`config.mk`:
```
export PLATFORM = sky130hd
export DESIGN_NAME = bit_carry_unit
export DESIGN_NICKNAME = d
export VERILOG_FILES = /design/src/rtl/bcu_pkg.sv /design/src/rtl/bcu_ctrl.sv /design/src/rtl/bcu_datapath.sv /design/src/rtl/bit_carry_unit.sv
export SDC_FILE = /design/constraint.sdc
export NUM_CORES = 1
export LEC_CHECK = 0
export CAP_MARGIN = 25
export CORE_MARGIN = 4
export CORE_UTILIZATION = 30
export DETAILED_ROUTE_END_ITERATION = 8
export DONT_BUFFER_PORTS = 1
export PLACE_DENSITY_LB_ADDON = 0.1
export SLEW_MARGIN = 30
export SYNTH_ARGS = -nofsm -noshare
export SYNTH_HDL_FRONTEND = slang
export SYNTH_SLANG_ARGS = --single-unit
```
`constraint.sdc`:
```
create_clock -name clk -period 2.6 [get_ports clk]
set_input_delay 0.39 -clock clk [delete_from_list [all_inputs] [get_ports clk]]
set_output_delay 0.39 -clock clk [all_outputs]
set_load 0.02 [all_outputs]
```
`src/rtl/bcu_pkg.sv`:
```
package bcu_pkg;

  typedef enum logic [2:0] {
    OP_AND  = 3'd0,
    OP_OR   = 3'd1,
    OP_XOR  = 3'd2,
    OP_LDC  = 3'd3,
    OP_STC  = 3'd4,
    OP_NOT  = 3'd5,
    OP_RSV6 = 3'd6,
    OP_RSV7 = 3'd7
  } bcuOp_e;

  typedef struct packed {
    logic loadOp;    // latch operands and carry
    logic grabByte;  // capture read data
    logic writeByte; // modified byte is on the bus
  } bcuStrobe_t;

  function automatic logic opIsValid(bcuOp_e op);
    return (op != OP_RSV6) && (op != OP_RSV7);
  endfunction

  function automatic logic opIsShort(bcuOp_e op);
    return (op == OP_AND) || (op == OP_LDC);
  endfunction

  function automatic logic opIsRmw(bcuOp_e op);
    return (op == OP_STC) || (op == OP_NOT);
  endfunction

endpackage

```
`src/rtl/bcu_ctrl.sv`:
```
module bcu_ctrl
  import bcu_pkg::*;
(
  input  logic       clk,
  input  logic       rstN,
  input  logic       start,
  input  bcuOp_e     opSel,
  output bcuOp_e     opReg,
  output bcuStrobe_t strb,
  output logic       busy,
  output logic       done,
  output logic       memRdEn,
  output logic       memWrEn,
  output logic       carryWe
);

  typedef enum logic [2:0] {
    ST_IDLE,
    ST_READ,
    ST_CAPTURE,
    ST_MODIFY,
    ST_FINAL
  } state_e;

  state_e state, nextState;
  logic   accept;
  logic   shortOp;
  logic   rmwOp;

  assign accept  = start && (state == ST_IDLE) && opIsValid(opSel);
  assign shortOp = opIsShort(opReg);
  assign rmwOp   = opIsRmw(opReg);

  always_ff @(posedge clk) begin
    if (!rstN) begin
      state <= ST_IDLE;
      opReg <= OP_AND;
    end else begin
      state <= nextState;
      if (accept) opReg <= opSel;
    end
  end

  always_comb begin
    nextState = state;
    case (state)
      ST_IDLE:    if (accept) nextState = ST_READ;
      ST_READ:    nextState = ST_CAPTURE;
      ST_CAPTURE: nextState = ST_MODIFY;
      ST_MODIFY:  nextState = shortOp ? ST_IDLE : ST_FINAL;
      ST_FINAL:   nextState = ST_IDLE;
      default:    nextState = ST_IDLE;
    endcase
  end

  assign busy    = (state != ST_IDLE);
  assign memRdEn = (state == ST_READ);
  assign memWrEn = (state == ST_MODIFY) && rmwOp;
  assign done    = ((state == ST_MODIFY) && shortOp) || (state == ST_FINAL);
  assign carryWe = done && !rmwOp;

  assign strb.loadOp    = accept;
  assign strb.grabByte  = (state == ST_CAPTURE);
  assign strb.writeByte = memWrEn;

  // an accepted start leads to exactly one read, in the next cycle
  assert_read_follows_accept_R1: assert property (@(posedge clk) disable iff (!rstN)
    accept |=> memRdEn);
  assert_single_read_R1: assert property (@(posedge clk) disable iff (!rstN)
    memRdEn |=> (!memRdEn && busy));
  // write strobe lasts one cycle and the operation ends right after
  assert_single_write_R6: assert property (@(posedge clk) disable iff (!rstN)
    memWrEn |=> (!memWrEn && done));
  // no carry update during a read-modify-write
  assert_no_carry_on_write_R8: assert property (@(posedge clk) disable iff (!rstN)
    memWrEn |-> !carryWe);
  // done is the last busy cycle
  assert_done_ends_R9: assert property (@(posedge clk) disable iff (!rstN)
    done |=> !busy);
  assert_done_when_busy_R9: assert property (@(posedge clk) disable iff (!rstN)
    done |-> busy);

endmodule

```
`src/rtl/bcu_datapath.sv`:
```
module bcu_datapath
  import bcu_pkg::*;
#(
  parameter int ADDR_W = 12,
  parameter int DATA_W = 8
) (
  input  logic              clk,
  input  logic              rstN,
  input  bcuStrobe_t        strb,
  input  bcuOp_e            opReg,
  input  logic [DATA_W-1:0] operandLo,
  input  logic [DATA_W-1:0] operandHi,
  input  logic              carryIn,
  input  logic [DATA_W-1:0] memRdData,
  output logic [ADDR_W-1:0] memAddr,
  output logic [DATA_W-1:0] memWrData,
  output logic              carryOut
);

  localparam int POS_W   = $clog2(DATA_W);
  localparam int HI_W    = ADDR_W - DATA_W;
  localparam int CPL_BIT = HI_W;
  localparam int POS_LSB = HI_W + 1;

  logic [ADDR_W-1:0] addrReg;
  logic [POS_W-1:0]  posReg;
  logic              cplReg;
  logic              carryReg;
  logic [DATA_W-1:0] byteReg;
  logic              selBit;
  logic              srcBit;
  logic              replBit;
  logic              newCarry;
  logic [DATA_W-1:0] wrData;

  always_ff @(posedge clk) begin
    if (!rstN) begin
      addrReg  <= '0;
      posReg   <= '0;
      cplReg   <= 1'b0;
      carryReg <= 1'b0;
      byteReg  <= '0;
    end else begin
      if (strb.loadOp) begin
        addrReg  <= {operandHi[HI_W-1:0], operandLo};
        cplReg   <= operandHi[CPL_BIT];
        posReg   <= operandHi[POS_LSB +: POS_W];
        carryReg <= carryIn;
      end
      if (strb.grabByte) byteReg <= memRdData;
    end
  end

  assign selBit  = byteReg[posReg];
  assign srcBit  = cplReg ? ~selBit : selBit;
  assign replBit = (opReg == OP_STC) ? carryReg : ~selBit;

  always_comb begin
    case (opReg)
      OP_AND:  newCarry = carryReg & srcBit;
      OP_OR:   newCarry = carryReg | srcBit;
      OP_XOR:  newCarry = carryReg ^ srcBit;
      OP_LDC:  newCarry = srcBit;
      default: newCarry = carryReg;
    endcase
  end

  for (genvar i = 0; i < DATA_W; i++) begin : g_bit
    assign wrData[i] = (posReg == POS_W'(i)) ? replBit : byteReg[i];
  end

  assign memAddr   = addrReg;
  assign memWrData = wrData;
  assign carryOut  = newCarry;

  // a written byte differs from the read byte in at most one bit
  assert_one_bit_changes_R6: assert property (@(posedge clk) disable iff (!rstN)
    strb.writeByte |-> ($countones(wrData ^ byteReg) <= 1));
  // address holds steady while the byte is being fetched
  assert_addr_stable_R1: assert property (@(posedge clk) disable iff (!rstN)
    strb.grabByte |-> $stable(addrReg));

endmodule

```
`src/rtl/bit_carry_unit.sv`:
```
module bit_carry_unit
  import bcu_pkg::*;
#(
  parameter int ADDR_W = 12,
  parameter int DATA_W = 8
) (
  input  logic              clk,
  input  logic              rstN,
  input  logic              start,
  input  logic [2:0]        opSel,
  input  logic [DATA_W-1:0] operandLo,
  input  logic [DATA_W-1:0] operandHi,
  input  logic              carryIn,
  output logic              busy,
  output logic              done,
  output logic              carryOut,
  output logic              carryWe,
  output logic              memRdEn,
  output logic              memWrEn,
  output logic [ADDR_W-1:0] memAddr,
  output logic [DATA_W-1:0] memWrData,
  input  logic [DATA_W-1:0] memRdData
);

  bcuStrobe_t strb;
  bcuOp_e     opReg;

  bcu_ctrl u_ctrl (
    .clk     (clk),
    .rstN    (rstN),
    .start   (start),
    .opSel   (bcuOp_e'(opSel)),
    .opReg   (opReg),
    .strb    (strb),
    .busy    (busy),
    .done    (done),
    .memRdEn (memRdEn),
    .memWrEn (memWrEn),
    .carryWe (carryWe)
  );

  bcu_datapath #(.ADDR_W(ADDR_W), .DATA_W(DATA_W)) u_dp (
    .clk       (clk),
    .rstN      (rstN),
    .strb      (strb),
    .opReg     (opReg),
    .operandLo (operandLo),
    .operandHi (operandHi),
    .carryIn   (carryIn),
    .memRdData (memRdData),
    .memAddr   (memAddr),
    .memWrData (memWrData),
    .carryOut  (carryOut)
  );

endmodule

```
==> results by group <==
Run status
  • Status: finished with violations
  • Failing checks: setup timing

Die
  • Number of placed I/O pins: 57
  • Die width: between 80 and 90 µm
  • Initial Utilization: a little under a third
  • Die outline height: 82.3 µm
  • Core footprint: roughly 0.0052 mm²
  • Site row count: 26
  • Die ar.: roughly 0.0068 mm²

Logic synthesis
  • Largest family of logic cells by synthesized area: simple AND/OR/NAND/NOR gates
  • Synth Register Bits: 31
  • Synth Area in Compound Gates: 4.77%
  • Post-synthesis adder-cell area fraction: 1.51%
  • Netlist Area Pre-Place: around 0.0017 mm²
  • Post-synthesis mux area share: approximately a quarter
  • Cells after synthesis: between 150 and 200
  • Mean Syn Cell Area: about 10 µm²
  • Synth unique cells: 39
  • Asr flop ratio synth: 0%
  • Post-synthesis simple-gate area fraction: around a quarter
  • Number of synthesized flops with an enable pin: 0
  • Top cells by area, synth: dfxtp_1 (38%), mux2i_1 (18%), nor2b_1 (11%)
  • Leading area contributor after synthesis: dfxtp_1
  • Synth top area share: ~38%
  • Main flop type after synthesis: dfxtp_1
  • Xor/xnor share of the synthesized area: 2.12%
  • Syn nets: 199
  • Sequential-to-total area share from yosys stat: between 30% and 40%
  • YS warnings: 0

STA
  • Post-layout min period: roughly 2.9 ns
  • Setup violators final: 1
  • Final WS setup: -0.344 ns
  • Final Hold Fails: 0
  • Max-slew headroom: between 50% and 60%
  • Max Freq: between 300 and 400 MHz
  • Slew Viols, Final: 0
  • RSZ-0062 raised after global routing: true
  • Slew @ Worst Pin: approximately 0.7 ns
  • Fin crit share: 113%
  • Final clock skew: ~0.0031 ns

Clocking
  • Clock buffer count from CTS: 5
  • Post-CTS Hold Buffers: 0
  • Bufs on Longest Clock Path: 2
  • CTS H-tree lvls: 2
  • TritonCTS Sinks: 31
  • Reg clk slew, reported paths: about 0.06 ns
  • CTS tree: yes
  • Later-pin clock latency in the skew report: ~0.28 ns
  • Root Buffer: clkbuf_8

Min path
  • Hold path start: rstN
  • Worst Hold Class: in2reg

Routing
  • DRC violations left: 0
  • Routed Antenna Nets: 0
  • Detailed Route Iter0 Violations: 23
  • Pre-Repair DR Iteration Count: 6
  • Routed vias: between 1000 and 1500
  • Via density: 4.81
  • WL per Instance: 14.9 µm
  • Final WL: roughly 3800 µm

Layout
  • Final nets: between 200 and 250
  • Synth-to-Final Area Change: 21.4%
  • Final Non-Filler Cells: 257
  • Filler Cells Inserted: around 540
  • Ant diodes: 0
  • Share of cells above drive strength 1: 28.3%

Setup path
  • RR Startpoint: u_ctrl.state[0]$_SDFFE_PN0P_
  • Worst setup SP type: register
  • Worst path max stage delay: between 0.3 and 0.4 ns
  • Worst Path Required: 2.21 ns
  • Crit path buf inv count: 0
  • Crit path cell chain: mux2i_1, a31oi_1, nand3_2, xor2_1, ha_1, mux2_4, a211oi_2, o22ai_1, or3_4
  • Critical Path Source: u_dp.posReg[1]$_SDFFE_PN0P_
  • CP Class: reg2out
  • Worst path top cell family by delay: compound AO/OA/AOI/OAI gates
  • Max FO, Critical Path: 6
  • Slowest cell on crit path: dfxtp_4
  • Worst Path Arrival: about 2.6 ns
  • Crit end category: output pin

Power
  • Peak supply drop: approximately 0.00031 V
  • Pwr per Cell Area: between 600 and 700 mW/mm²
  • Final Total Pwr: between 1 and 1.5 mW
  • Total leakage power: 0.837 nW

Global routing
  • Total track usage: 12.0%
  • Vias in the first global route: 1237
  • Initial antenna violation count: 0
  • First-pass GRT wire length: roughly 6000 µm
  • Largest net degree at the start of global routing: 32
  • GR Overflow Total: 0

Place
  • Routability cong.: 0.830
  • HPWL Detailed: around 2800 µm
  • Number of port buffers: 0
  • Placed cell count: approximately 250

Run
  • Max Cap Viol: 0
final cells by class:
cell class                 count  area (µm²)  share of cell area, %
clock buffer                   8         100                   4.98
inverter                       2        7.51                  0.374
multi-input combinational    121         997                   49.7
sequential                    31         632                   31.5
tap                           70        87.6                   4.36
timing repair buffer          25         184                   9.16
worst paths after layout:
check / end / slack (ns) / cells past startpoint
worst min register to register: u_dp.byteReg[6]$_SDFFE_PN0P_ / 0.54 / 2
worst max-delay path: carryOut / -0.34 / 9
worst min-delay path: u_dp.memAddr[8]$_SDFFE_PN0P_ / 0.24 / 1
worst max register to register: u_dp.posReg[0]$_SDFFE_PN0P_ / 0.67 / 5
cell families after synthesis:
family                   after synthesis
flip-flops                            31
multiplexers                          38
AO/OA/AOI/OAI                         10
AND/OR/NAND/NOR                       67
adder cells (fa/ha/maj)                2
XOR/XNOR                               4
buffers and inverters                 14
cell usage after synthesis (2+ instances only):
library cell / n
clkbuf_1: 6
nand2_1: 5
o221a_2: 2
mux2_1: 3
nor2b_1: 29
nor3b_1: 6
or3b_2: 2
buf_6: 3
or3_1: 2
xor2_1: 2
inv_1: 2
nand3b_1: 2
mux2_2: 6
dfxtp_1: 31
mux2i_1: 29
nor2_1: 9
ha_1: 2
nand3_1: 2
nor3_1: 2
xnor2_1: 2
through the flow:
stage | hold slack (ns) | setup slack [ns] | instance area (µm²) | setup TNS, ns | util [%]
2_1_floorplan | 0.492 | -0.123 | 1670 | -0.123 | -
3_3_place_gp | 0.522 | -0.0781 | 1850 | -0.0781 | 35.2
3_5_place_dp | 0.526 | -0.146 | 1850 | -0.146 | 35.2
4_1_cts | 0.228 | -0.373 | 1970 | -0.373 | 37.6
5_1_grt | 0.226 | -0.453 | 2010 | -0.453 | 38.3
6_report | 0.242 | -0.344 | 2010 | -0.344 | 38.3
cells in the final DEF, fill, tap and decap left out, drive strengths merged, types with 2 or more instances in the layout:
master / instances
nor2b: 30
nand2: 5
mux2: 9
mux2i: 29
clkbuf: 8
dfxtp: 31
nor2: 9
nor3b: 6
nand3: 2
ha: 2
nor3: 2
nand3b: 2
xnor2: 2
or3b: 2
xor2: 2
or3: 2
nor4b: 2
buf: 25
inv: 2
o221a: 2
layer usage:
layer	GRT usage (%)	vias up	wire, µm
met3	5.21	7	340
met2	19.6	44	1810
met5	0	-	0
met1	13.9	575	1630
li1	-	611	-
met4	4.49	0	57
worst register-to-register path: stages, from the launching register on:
cell     delay (ns)
dfxtp_1        0.40
or4b_4         0.60
a21o_1         0.32
buf_4          0.27
mux2i_1        0.18
nor2b_1        0.07
report_power, final:
group | switching, mW | internal [mW]
Sequential | 0.0750 | 0.522
Clock | 0.174 | 0.241
Combinational | 0.190 | 0.202
Total | 0.440 | 0.966
timing repair:
item | in CTS | in global routing
pin swaps | 3 | 1
endpoints found under the hold margin | 0 | 0
gates resized for setup | 5 | 6
setup endpoints to repair | 1 | 1
cloned | 0 | 0
setup buffers | 2 | 1
registers in the layout, summed over array words and instances, names as in the netlist:
signal         count
u_dp.cplReg        1
u_dp.carryReg      1
u_dp.byteReg       8
u_ctrl.state       3
u_dp.memAddr      12
u_ctrl.opReg       3
u_dp.posReg        3
(Power assumes the default switching activity.)
